File: config.mk
export PLATFORM = sky130hd
export DESIGN_NAME = spi_sclk_cs_gen
export DESIGN_NICKNAME = d
export VERILOG_FILES = /design/src/rtl/spi_tg_pkg.sv /design/src/rtl/spi_tg_cfg_latch.sv /design/src/rtl/spi_tg_clkgen.sv /design/src/rtl/spi_tg_seq.sv /design/src/rtl/spi_tg_csenc.sv /design/src/rtl/spi_sclk_cs_gen.sv
export SDC_FILE = /design/constraint.sdc
export NUM_CORES = 1
export LEC_CHECK = 0
export ABC_CLOCK_PERIOD_IN_PS = 5450
export CAP_MARGIN = 15
export CORE_ASPECT_RATIO = 2
export CORE_MARGIN = 8
export CORE_UTILIZATION = 33
export DETAILED_ROUTE_END_ITERATION = 12
export GPL_TIMING_DRIVEN = 0
export PLACE_DENSITY = 0.62
export RECOVER_POWER = 25
export REMOVE_ABC_BUFFERS = 1
export SKIP_CTS_REPAIR_TIMING = 1
export SYNTH_ARGS = -nofsm -noshare
export SYNTH_HDL_FRONTEND = slang
export SYNTH_HIERARCHICAL = 1
export SYNTH_SLANG_ARGS = --single-unit
export TNS_END_PERCENT = 10
File: constraint.sdc
create_clock -name clk -period 5.45 [get_ports clk]
set_clock_uncertainty 0.15 [all_clocks]
set_input_delay 1.635 -clock clk [delete_from_list [all_inputs] [get_ports clk]]
set_output_delay 1.635 -clock clk [all_outputs]
set_load 0.01 [all_outputs]
File: src/rtl/spi_tg_pkg.sv
package spi_tg_pkg;

    localparam int CS_W     = 4;
    localparam int DIV_W    = 4;
    localparam int DLY_W    = 8;
    localparam int CNT_W    = DLY_W + 2;
    localparam int WORD_W   = 32;

    localparam int EN_BIT   = 0;
    localparam int CPOL_BIT = 1;
    localparam int CPHA_BIT = 2;
    localparam int DEC_BIT  = 9;
    localparam int SEL_LSB  = 10;
    localparam int DIV_LSB  = 19;

    typedef enum logic [2:0] {
        ST_IDLE  = 3'd0,
        ST_SETUP = 3'd1,
        ST_RUN   = 3'd2,
        ST_GAP   = 3'd3,
        ST_HOLD  = 3'd4,
        ST_DESEL = 3'd5
    } tg_state_e;

    typedef struct packed {
        logic             cpol;
        logic             cpha;
        logic             dec;
        logic [CS_W-1:0]  sel;
        logic [DIV_W-1:0] div;
    } tg_cfg_t;

    typedef struct packed {
        logic [DLY_W-1:0] desel;
        logic [DLY_W-1:0] gap;
        logic [DLY_W-1:0] hold;
        logic [DLY_W-1:0] setup;
    } tg_dly_t;

    function automatic tg_cfg_t unpack_cfg(input logic [WORD_W-1:0] w);
        tg_cfg_t c;
        c.cpol = w[CPOL_BIT];
        c.cpha = w[CPHA_BIT];
        c.dec  = w[DEC_BIT];
        c.sel  = w[SEL_LSB +: CS_W];
        c.div  = w[DIV_LSB +: DIV_W];
        return c;
    endfunction

    // Hold phase length: the state already spends div+1 cycles before entry
    function automatic logic [CNT_W-1:0] hold_load(input logic [DLY_W-1:0] h,
                                                   input logic [DIV_W-1:0] d);
        return CNT_W'(h) + CNT_W'(d) + CNT_W'(3);
    endfunction

    // Deselect phase length before the block reports idle
    function automatic logic [CNT_W-1:0] desel_load(input logic [DLY_W-1:0] ds,
                                                    input logic [DIV_W-1:0] d);
        return CNT_W'(ds) + (CNT_W'(d) << 1) + CNT_W'(1);
    endfunction

endpackage

File: src/rtl/spi_tg_cfg_latch.sv
module spi_tg_cfg_latch
    import spi_tg_pkg::*;
(
    input  logic              clk,
    input  logic              rst,
    input  logic [WORD_W-1:0] cfg_word,
    input  logic              blk_idle,
    output logic              enable,
    output tg_cfg_t           cfg_q
);

    assign enable = cfg_word[EN_BIT];

    always_ff @(posedge clk) begin
        if (rst) begin
            cfg_q <= '0;
        end else if (!enable && blk_idle) begin
            cfg_q <= unpack_cfg(cfg_word);
        end
    end

    AST_CFG_HELD: assert property (@(posedge clk) disable iff (rst)
        enable |=> $stable(cfg_q)) else $error("cfg changed while enabled");

endmodule

File: src/rtl/spi_tg_clkgen.sv
module spi_tg_clkgen
    import spi_tg_pkg::*;
#(
    parameter int DW = DIV_W
) (
    input  logic          clk,
    input  logic          rst,
    input  logic          run,
    input  logic          stop,
    input  logic          cpha,
    input  logic [DW-1:0] div,
    output logic          ph,
    output logic          lead_tick,
    output logic          samp_q,
    output logic          launch_q
);

    logic [DW-1:0] hcnt;
    logic          tick;
    logic          edge_go;
    logic          leading;

    assign tick      = run && (hcnt == div);
    assign lead_tick = tick && !ph;
    assign leading   = !ph;
    assign edge_go   = tick && !(stop && leading);

    always_ff @(posedge clk) begin
        if (rst) begin
            hcnt     <= '0;
            ph       <= 1'b0;
            samp_q   <= 1'b0;
            launch_q <= 1'b0;
        end else begin
            samp_q   <= edge_go && (leading ^ cpha);
            launch_q <= edge_go && !(leading ^ cpha);
            if (!run) begin
                hcnt <= '0;
                ph   <= 1'b0;
            end else if (tick) begin
                hcnt <= '0;
                if (edge_go) ph <= ~ph;
            end else begin
                hcnt <= hcnt + DW'(1);
            end
        end
    end

    AST_STROBE_EXCL: assert property (@(posedge clk) disable iff (rst)
        !(samp_q && launch_q)) else $error("both strobes");

    AST_HALF_RANGE: assert property (@(posedge clk) disable iff (rst)
        hcnt <= div) else $error("half-period counter overrun");

    AST_PARK_NORUN: assert property (@(posedge clk) disable iff (rst)
        !run |=> (!run -> !ph)) else $error("clock left rest level while stopped");

endmodule

File: src/rtl/spi_tg_seq.sv
module spi_tg_seq
    import spi_tg_pkg::*;
(
    input  logic             clk,
    input  logic             rst,
    input  logic             enable,
    input  logic             start,
    input  logic             endreq,
    input  logic             byte_done,
    input  tg_dly_t          dly,
    input  logic [DIV_W-1:0] div,
    input  logic             lead_tick,
    output tg_state_e        state,
    output logic             run,
    output logic             stop,
    output logic             cs_active,
    output logic             idle
);

    logic [CNT_W-1:0] cnt;
    logic             end_pend;
    logic             gap_pend;
    logic             live;

    assign run       = (state == ST_RUN);
    assign idle      = (state == ST_IDLE);
    assign live      = (state == ST_SETUP) || (state == ST_RUN) || (state == ST_GAP);
    assign cs_active = live || (state == ST_HOLD);
    assign stop      = end_pend || (gap_pend && (dly.gap != '0));

    always_ff @(posedge clk) begin
        if (rst) begin
            state    <= ST_IDLE;
            cnt      <= '0;
            end_pend <= 1'b0;
            gap_pend <= 1'b0;
        end else begin
            if (live && endreq)    end_pend <= 1'b1;
            if (live && byte_done) gap_pend <= 1'b1;
            unique case (state)
                ST_IDLE: begin
                    end_pend <= 1'b0;
                    gap_pend <= 1'b0;
                    if (enable && start) begin
                        state <= ST_SETUP;
                        cnt   <= CNT_W'(dly.setup);
                    end
                end
                ST_SETUP: begin
                    if (cnt == '0) state <= ST_RUN;
                    else           cnt   <= cnt - CNT_W'(1);
                end
                ST_RUN: begin
                    if (lead_tick && end_pend) begin
                        state    <= ST_HOLD;
                        cnt      <= hold_load(dly.hold, div);
                        end_pend <= 1'b0;
                        gap_pend <= 1'b0;
                    end else if (lead_tick && gap_pend) begin
                        gap_pend <= 1'b0;
                        if (dly.gap != '0) begin
                            state <= ST_GAP;
                            cnt   <= CNT_W'(dly.gap) - CNT_W'(1);
                        end
                    end
                end
                ST_GAP: begin
                    if (cnt == '0) state <= ST_RUN;
                    else           cnt   <= cnt - CNT_W'(1);
                end
                ST_HOLD: begin
                    if (cnt == '0) begin
                        state <= ST_DESEL;
                        cnt   <= desel_load(dly.desel, div);
                    end else begin
                        cnt <= cnt - CNT_W'(1);
                    end
                end
                ST_DESEL: begin
                    if (cnt == '0) state <= ST_IDLE;
                    else           cnt   <= cnt - CNT_W'(1);
                end
                default: state <= ST_IDLE;
            endcase
        end
    end

    AST_DISABLED_STAYS: assert property (@(posedge clk) disable iff (rst)
        (idle && !enable) |=> idle) else $error("left idle while disabled");

    AST_HOLD_ENTRY: assert property (@(posedge clk) disable iff (rst)
        (run && lead_tick && end_pend) |=> (state == ST_HOLD)) else $error("end not honoured");

endmodule

File: src/rtl/spi_tg_csenc.sv
module spi_tg_csenc
    import spi_tg_pkg::*;
#(
    parameter int NCS = CS_W
) (
    input  logic           active,
    input  logic           dec,
    input  logic [NCS-1:0] sel,
    output logic [NCS-1:0] cs_n
);

    logic [NCS-1:0] onehot_n;

    for (genvar i = 0; i < NCS; i++) begin : g_line
        assign onehot_n[i] = !(active && (sel == NCS'(i)));
    end

    always_comb begin
        if (!active)  cs_n = '1;
        else if (dec) cs_n = sel;
        else          cs_n = onehot_n;
    end

endmodule

File: src/rtl/spi_sclk_cs_gen.sv
module spi_sclk_cs_gen
    import spi_tg_pkg::*;
(
    input  logic              clk,
    input  logic              rst,
    input  logic [WORD_W-1:0] cfg_word,
    input  logic [WORD_W-1:0] dly_word,
    input  logic              xfer_start,
    input  logic              xfer_end,
    input  logic              byte_done,
    output logic              sclk,
    output logic [CS_W-1:0]   cs_n,
    output logic              sample_stb,
    output logic              launch_stb,
    output logic              idle
);

    tg_cfg_t   cfg_q;
    tg_dly_t   dly;
    tg_state_e state;
    logic      enable;
    logic      run;
    logic      stop;
    logic      cs_active;
    logic      ph;
    logic      lead_tick;

    assign dly = tg_dly_t'(dly_word);

    spi_tg_cfg_latch u_cfg (
        .clk      (clk),
        .rst      (rst),
        .cfg_word (cfg_word),
        .blk_idle (idle),
        .enable   (enable),
        .cfg_q    (cfg_q)
    );

    spi_tg_seq u_seq (
        .clk       (clk),
        .rst       (rst),
        .enable    (enable),
        .start     (xfer_start),
        .endreq    (xfer_end),
        .byte_done (byte_done),
        .dly       (dly),
        .div       (cfg_q.div),
        .lead_tick (lead_tick),
        .state     (state),
        .run       (run),
        .stop      (stop),
        .cs_active (cs_active),
        .idle      (idle)
    );

    spi_tg_clkgen #(.DW(DIV_W)) u_clk (
        .clk       (clk),
        .rst       (rst),
        .run       (run),
        .stop      (stop),
        .cpha      (cfg_q.cpha),
        .div       (cfg_q.div),
        .ph        (ph),
        .lead_tick (lead_tick),
        .samp_q    (sample_stb),
        .launch_q  (launch_stb)
    );

    spi_tg_csenc #(.NCS(CS_W)) u_cs (
        .active (cs_active),
        .dec    (cfg_q.dec),
        .sel    (cfg_q.sel),
        .cs_n   (cs_n)
    );

    assign sclk = ph ^ cfg_q.cpol;

    AST_SCLK_PARKED: assert property (@(posedge clk) disable iff (rst)
        !cs_active |-> (sclk == cfg_q.cpol)) else $error("sclk off rest level");

    AST_IDLE_DESEL: assert property (@(posedge clk) disable iff (rst)
        idle |-> (cs_n == '1)) else $error("select active while idle");

    AST_CS_ONEHOT: assert property (@(posedge clk) disable iff (rst)
        !cfg_q.dec |-> ($countones(~cs_n) <= 1)) else $error("multiple selects");

endmodule

## After elaboration in Yosys (flattened, before gate mapping)

Cells that the tools add are included.

- Flip-flop bits (word level): 33
- Bits in latches: 0
- Memory bits (writable): 0
- Bits in read-only memories: 0
- Input port bits: 69
- Output and inout bits: 8
- Logic and storage cells: 105
- Memories: 0

- $add $sub $neg: 7
- Multipliers: 0
- Divide/modulo/power cells: 0
- Magnitude comparators: 0
- Equal/unequal tests: 16
- Shift operators: 0
- Mux-type cells: 24
- Bitwise logic cells: 4
- Reduce and logical (&&, ||, !) cells: 41

Operators by type and width:

| kind | number |
|---|---|
| 10-bit 2-to-1 mux | 6 |
| 10-bit case mux with 4 select lines | 1 |
| 3-bit 2-to-1 mux | 7 |
| 1-bit logical AND | 17 |
| 3-bit case mux with 5 select lines | 1 |
| 10-bit by 1-bit adder with 10-bit output, second input constant | 1 |
| 10-bit by 2-bit adder with 10-bit output, second input constant | 1 |
| 10-bit zero test | 1 |
| 10-bit by 1-bit subtractor with 10-bit output, second input constant | 1 |
| 8-bit by 4-bit adder with 9-bit output | 1 |
| 8-bit by 5-bit adder with 9-bit output | 1 |
| 8-bit by 1-bit subtractor with 9-bit output, second input constant | 1 |
| 4-bit by 2-bit == test with 1-bit output, second input constant | 2 |
| 1-bit zero test | 8 |
| 4-bit 2-to-1 mux | 2 |
| 8-bit nonzero test | 1 |
| 3-bit by 2-bit == test with 1-bit output, second input constant | 2 |
| 3-bit == test, second input constant | 2 |
| 2-bit by 1-bit inequality test with 1-bit output, second input constant | 3 |
| 3-bit inequality test, second input constant | 2 |
| 6-bit AND reduction | 1 |
| 3-bit OR reduction | 2 |
| 1-bit 2-to-1 mux | 5 |
| 5-bit AND reduction | 1 |
| 14 further kinds | 22 |

## Logic depth before layout (Yosys ltp)

- Word-level depth: 8
- Mapped depth: 12
- Depth with buffers taken out: 11

## Hierarchy

Netlist, hierarchy kept.

Modules (own cells, without submodules):

| module | times used | cells an instance | area each (um^2) | seq. area each (um^2) |
|---|---|---|---|---|
| spi_tg_seq | 1 | 256 | 1866.8 | 300.3 |
| spi_tg_cfg_latch | 1 | 51 | 515.5 | 220.2 |
| spi_tg_clkgen | 1 | 35 | 341.6 | 140.1 |
| spi_tg_csenc | 1 | 12 | 81.3 | 0.0 |
| spi_sclk_cs_gen | 1 | 1 | 8.8 | 0.0 |

## Least setup slack after synthesis

OpenSTA, ideal clock, no wires.

- Path kind: input -> register
- From: input dly_word[9]
- To: register u_seq.cnt[5]
- Library setup time: 0.129 ns
- Arrival time: 3.423 ns
- Required time: 5.171 ns
- Path slack: 1.748 ns
- Stages: 11
- Buffers on the path: 0
- Cells stage by stage: inv_1 > ha_1 > inv_1 > ha_1 > fa_1 > a211oi_1 > nor2_1 > xnor2_1 > mux2i_1 > a211oi_1 > o211ai_1

- Longest elaborated chain between the ends: 4

RTL lines:

| element | line | text |
|---|---|---|
| from (decl) | spi_sclk_cs_gen.sv:7 | `input logic [WORD_W-1:0] dly_word,` |
| 8-bit by 4-bit adder with 9-bit output | spi_tg_pkg.sv:53 | `return CNT_W'(h) + CNT_W'(d) + CNT_W'(3);` |
| 10-bit by 2-bit adder with 10-bit output | spi_tg_pkg.sv:53 |  |
| 10-bit 2-to-1 mux | spi_tg_seq.sv:54 | `if (lead_tick && end_pend) begin` |
| 10-bit case mux with 4 select lines | spi_tg_seq.sv:40 | `unique case (state)` |
| to (signal assigned) | spi_tg_seq.sv:46 | `cnt <= CNT_W'(dly.setup);` |
| to (signal assigned) | spi_tg_seq.sv:51 | `else cnt <= cnt - CNT_W'(1);` |
| to (signal assigned) | spi_tg_seq.sv:56 | `cnt <= hold_load(dly.hold, div);` |
| to (decl) | spi_tg_seq.sv:20 | `logic [CNT_W-1:0] cnt;` |

No other way between the ends.
A chain may end at the register's enable or synchronous reset.

## Final worst setup path

- From: register u_seq.state[2]
- To: output idle

- Longest elaborated chain between the ends: 1

RTL lines:

| element | line | text |
|---|---|---|
| from (decl) | spi_tg_seq.sv:13 | `output tg_state_e state,` |
| from (signal assigned) | spi_tg_seq.sv:33 | `state <= ST_IDLE;` |
| from (signal assigned) | spi_tg_seq.sv:45 | `state <= ST_SETUP;` |
| from (signal assigned) | spi_tg_seq.sv:50 | `if (cnt == '0) state <= ST_RUN;` |
| 3-bit zero test | spi_tg_seq.sv:26 | `assign idle = (state == ST_IDLE);` |
| to (decl) | spi_sclk_cs_gen.sv:15 | `output logic idle` |

No other way between the ends.

==> parameters.txt <==
Parameter                              Value

Floorplanning
  Placement row count ... 47
  Horizontal extent of the die ... 81.3 µm
  Die Y-Extent ... 147 µm
  Effective utilization at floorplan ... 0.339
  Area of the die ... around 12000 µm²
  Core region area ... between 8000 and 9000 µm²
  I/O pins ... 77

Logic synthesis
  Cell type with the highest aggregate area in the netlist ... sky130_fd_sc_hd__dfxtp_1
  Mean instance size in the synthesized netlist ... between 7 and 8 µm²
  Yosys top cell area share ... 0.235
  Number of flip-flops and latches in the synthesized netlist ... 33
  Number of enable-type register cells in the synthesized netlist ... 0
  Most frequently used flop master after synthesis ... sky130_fd_sc_hd__dfxtp_1
  Distinct cells, synth ... 65
  Number of synthesis warnings ... 6
  Cell types with the largest area share after synthesis ... sky130_fd_sc_hd__dfxtp_1 (23%), sky130_fd_sc_hd__ha_1 (6.7%), sky130_fd_sc_hd__nand4bb_1 (4.4%)
  Async SR Flop Fraction ... 0
  Cell area after synthesis ... 2810 µm²
  Post-synthesis cell count ... 355
  Portion of the post-synthesis area used by sequential elements ... 0.235

Outcome
  Result of the run ... finished, final reports clean

Min path
  Origin of the worst min-delay path ... u_cfg/cfg_q[10]
  Type of the most critical hold path ... flop to flop
  Hold depth ... 2
  Capture endpoint of the worst hold path ... u_cfg/cfg_q[10]

Run
  Number of max-cap violations ... 0

Layout
  Fraction of final layout cells with drive strength greater than 1 ... 0.0617
  Inserted Diodes ... 0
  Most common cell after layout, fill and taps aside ... sky130_fd_sc_hd__clkdlybuf4s50_1
  Area growth from synthesis to final layout ... 28.7%
  Finished layout cell area ... 3620 µm²
  Top library cells by usage in the layout, fill and taps aside ... sky130_fd_sc_hd__clkdlybuf4s50_1 (53), sky130_fd_sc_hd__dfxtp_1 (33), sky130_fd_sc_hd__nor2_1 (29)
  Final net count ... 490
  Fill cells ... about 830

STA
  Unrepaired setup endpoints after global routing ... no
  Setup violators final ... 0
  Slew Viols, Final ... 0
  Sum of negative setup slack ... 0 ns
  Peak clock frequency supported by timing ... 0.243 GHz
  Fin. Hold Viols ... 0
  Final cycle utilization of the critical path ... 0.756
  Worst hold slack ... 0.338 ns
  Measured slew at the worst slew-check pin ... 0.868 ns
  Minimum clock period ... slightly above 4 ns
  Max_slew headroom ... 0.419

Placement
  Post-placement cell area ... ~3400 µm²
  Placer Congestion ... 0.915
  Placed wire-length estimate ... 7100 µm
  Count of buffers from port buffering ... 56

Clock tree
  Number of clock buffers inserted by TritonCTS ... 5
  TritonCTS sink count ... 33
  Max Root-Sink Buffers ... 2
  TritonCTS clock tree ... yes
  Clock latency reported for the late side of the worst-skew pair ... 0.28 ns
  Clock transition at the registers of the reported paths ... 0.06 ns
  Clock root buffer master ... sky130_fd_sc_hd__clkbuf_16
  Number of H-tree branching levels ... 2

GRT
  Vias in the first global route ... around 2900
  Congestion Overflow GR ... 0
  Number of antenna violations at the first check in global routing ... 0
  Wire length of the first global-routing pass ... 14000 µm
  Maximum number of pins on one net before global-route repair ... 29
  GRT Util Overall ... 0.151

Critical path
  Worst reg2reg setup slack ... around 1.5 ns
  Critical setup path kind ... flop to output port
  Launch point of the worst reg-to-reg path ... u_seq/state[1]
  Data required time of the critical path ... 3.67 ns
  Critical Path Source Type ... flop
  CP arrival ... between 2 and 2.5 ns
  Capture instance of the worst register-to-register path ... u_seq/cnt[5]
  Depth of the worst register-to-register path ... 9
  Critical path capture point type ... output port
  Crit-path max FO ... 14

Route
  Per-cell routed wire length ... 17.2 µm
  Antenna viol nets, final ... 0
  Pre-antenna DRT Iters ... 4
  Remaining DRCs ... 0
  Detailed-route via count ... 2759
  Post-DR vias/cell ... 5.49
  Detailed Route WL ... 8650 µm
  Initial DRC Count ... 106

Power
  Portion of total power attributed to combinational logic ... 0.529
  Switching power total ... about 680 µW
  Internal ... 928 µW
  Clock network fraction of design power ... 0.230
  Switching part of the total power ... 0.422
  Peak supply drop ... around 0.21 mV
  Sequential fraction of design power ... 0.241
  Reported leakage power ... 0.00136 µW
  Power Dens Cells ... between 400 and 500 nW/µm²
## final cells by class
cell class / count / area [µm²] / area share
multi-input combinational: 287 / 1980 / 0.548
sequential: 33 / 661 / 0.182
timing repair buffer: 57 / 588 / 0.162
clock buffer: 5 / 125 / 0.0346
tap: 98 / 123 / 0.0339
inverter: 20 / 75.1 / 0.0207
clock inverter: 3 / 65.1 / 0.0180
## worst max-delay path, stage by stage, from the launching register on
cell and delay (ns):
sky130_fd_sc_hd__dfxtp_1 0.44, sky130_fd_sc_hd__or3_1 0.54, sky130_fd_sc_hd__inv_1 0.44, sky130_fd_sc_hd__clkdlybuf4s50_1 0.64
## logic make-up after synthesis
kind of cell	after synthesis	synth area share
AO/OA/AOI/OAI	83	0.189
AND/OR/NAND/NOR	157	0.335
XOR/XNOR	26	0.0836
multiplexers	4	0.0160
adder cells (fa/ha/maj)	17	0.0809
buffers and inverters	35	0.0609
flip-flops	33	0.235
## metrics by stage
stage	setup WS, ns	cells	utilization	power (µW)
floorplan	1.75	340	-	966
global placement	0.939	494	0.410	1230
detailed placement	1.05	495	0.414	1240
CTS	1.32	503	0.437	1620
global route	1.07	503	0.437	1720
finish	1.33	503	0.437	1610
## per-layer routing
metal | global-route usage | vias up | share of wire
met3 | 0.0264 | 27 | 0.032
met1 | 0.135 | 1285 | 0.34
met4 | 0.0982 | 0 | 0.051
li1 | - | 1375 | -
met5 | 0 | - | 0
met2 | 0.286 | 72 | 0.57
## cell usage after synthesis (4+ instances only)
library cell and count:
sky130_fd_sc_hd__or3_1 5, sky130_fd_sc_hd__a211oi_1 4, sky130_fd_sc_hd__nand4bb_1 11, sky130_fd_sc_hd__ha_1 15
sky130_fd_sc_hd__buf_2 7, sky130_fd_sc_hd__o221ai_1 4, sky130_fd_sc_hd__xor2_1 11, sky130_fd_sc_hd__o21bai_1 4
sky130_fd_sc_hd__a21oi_1 22, sky130_fd_sc_hd__nand2_1 27, sky130_fd_sc_hd__o21ai_0 18, sky130_fd_sc_hd__inv_1 20
sky130_fd_sc_hd__nor3b_1 8, sky130_fd_sc_hd__nor2b_1 4, sky130_fd_sc_hd__o21ai_1 11, sky130_fd_sc_hd__nand3_1 11
sky130_fd_sc_hd__nand2b_1 16, sky130_fd_sc_hd__xnor2_1 14, sky130_fd_sc_hd__dfxtp_1 33, sky130_fd_sc_hd__nor3_1 18
sky130_fd_sc_hd__nor2_1 29
## worst max path at each step
| stage | to | startpoint | depth (start not counted) | slack, ns |
|---|---|---|---|---|
| floorplan | u_seq/cnt[5] | dly_word[9] | 11 | 1.75 |
| global placement | u_seq/cnt[5] | u_seq/state[1] | 9 | 0.94 |
| detailed placement | u_seq/cnt[5] | dly_word[16] | 9 | 1.05 |
| CTS | idle | u_seq/state[2] | 3 | 1.32 |
| global route | u_seq/cnt[5] | u_seq/state[1] | 9 | 1.07 |
| finish | idle | u_seq/state[2] | 3 | 1.33 |
## sequential cells by signal (all words and copies together), names as in the netlist
register / flops
u_seq/gap_pend: 1
u_clk/launch_q: 1
u_seq/cnt: 10
u_clk/hcnt: 4
u_cfg/cfg_q: 11
u_seq/state: 3
u_clk/ph: 1
u_seq/end_pend: 1
u_clk/samp_q: 1
## power groups by stage
stage	sequential (µW)	clock, µW	combinational (µW)
after floorplan	360	0	606
after global placement	390	0	838
after detailed placement	393	0	845
after CTS	388	375	853
after global routing	398	383	942
final	388	369	850
Note: power is estimated with default switching activity, not from simulation.
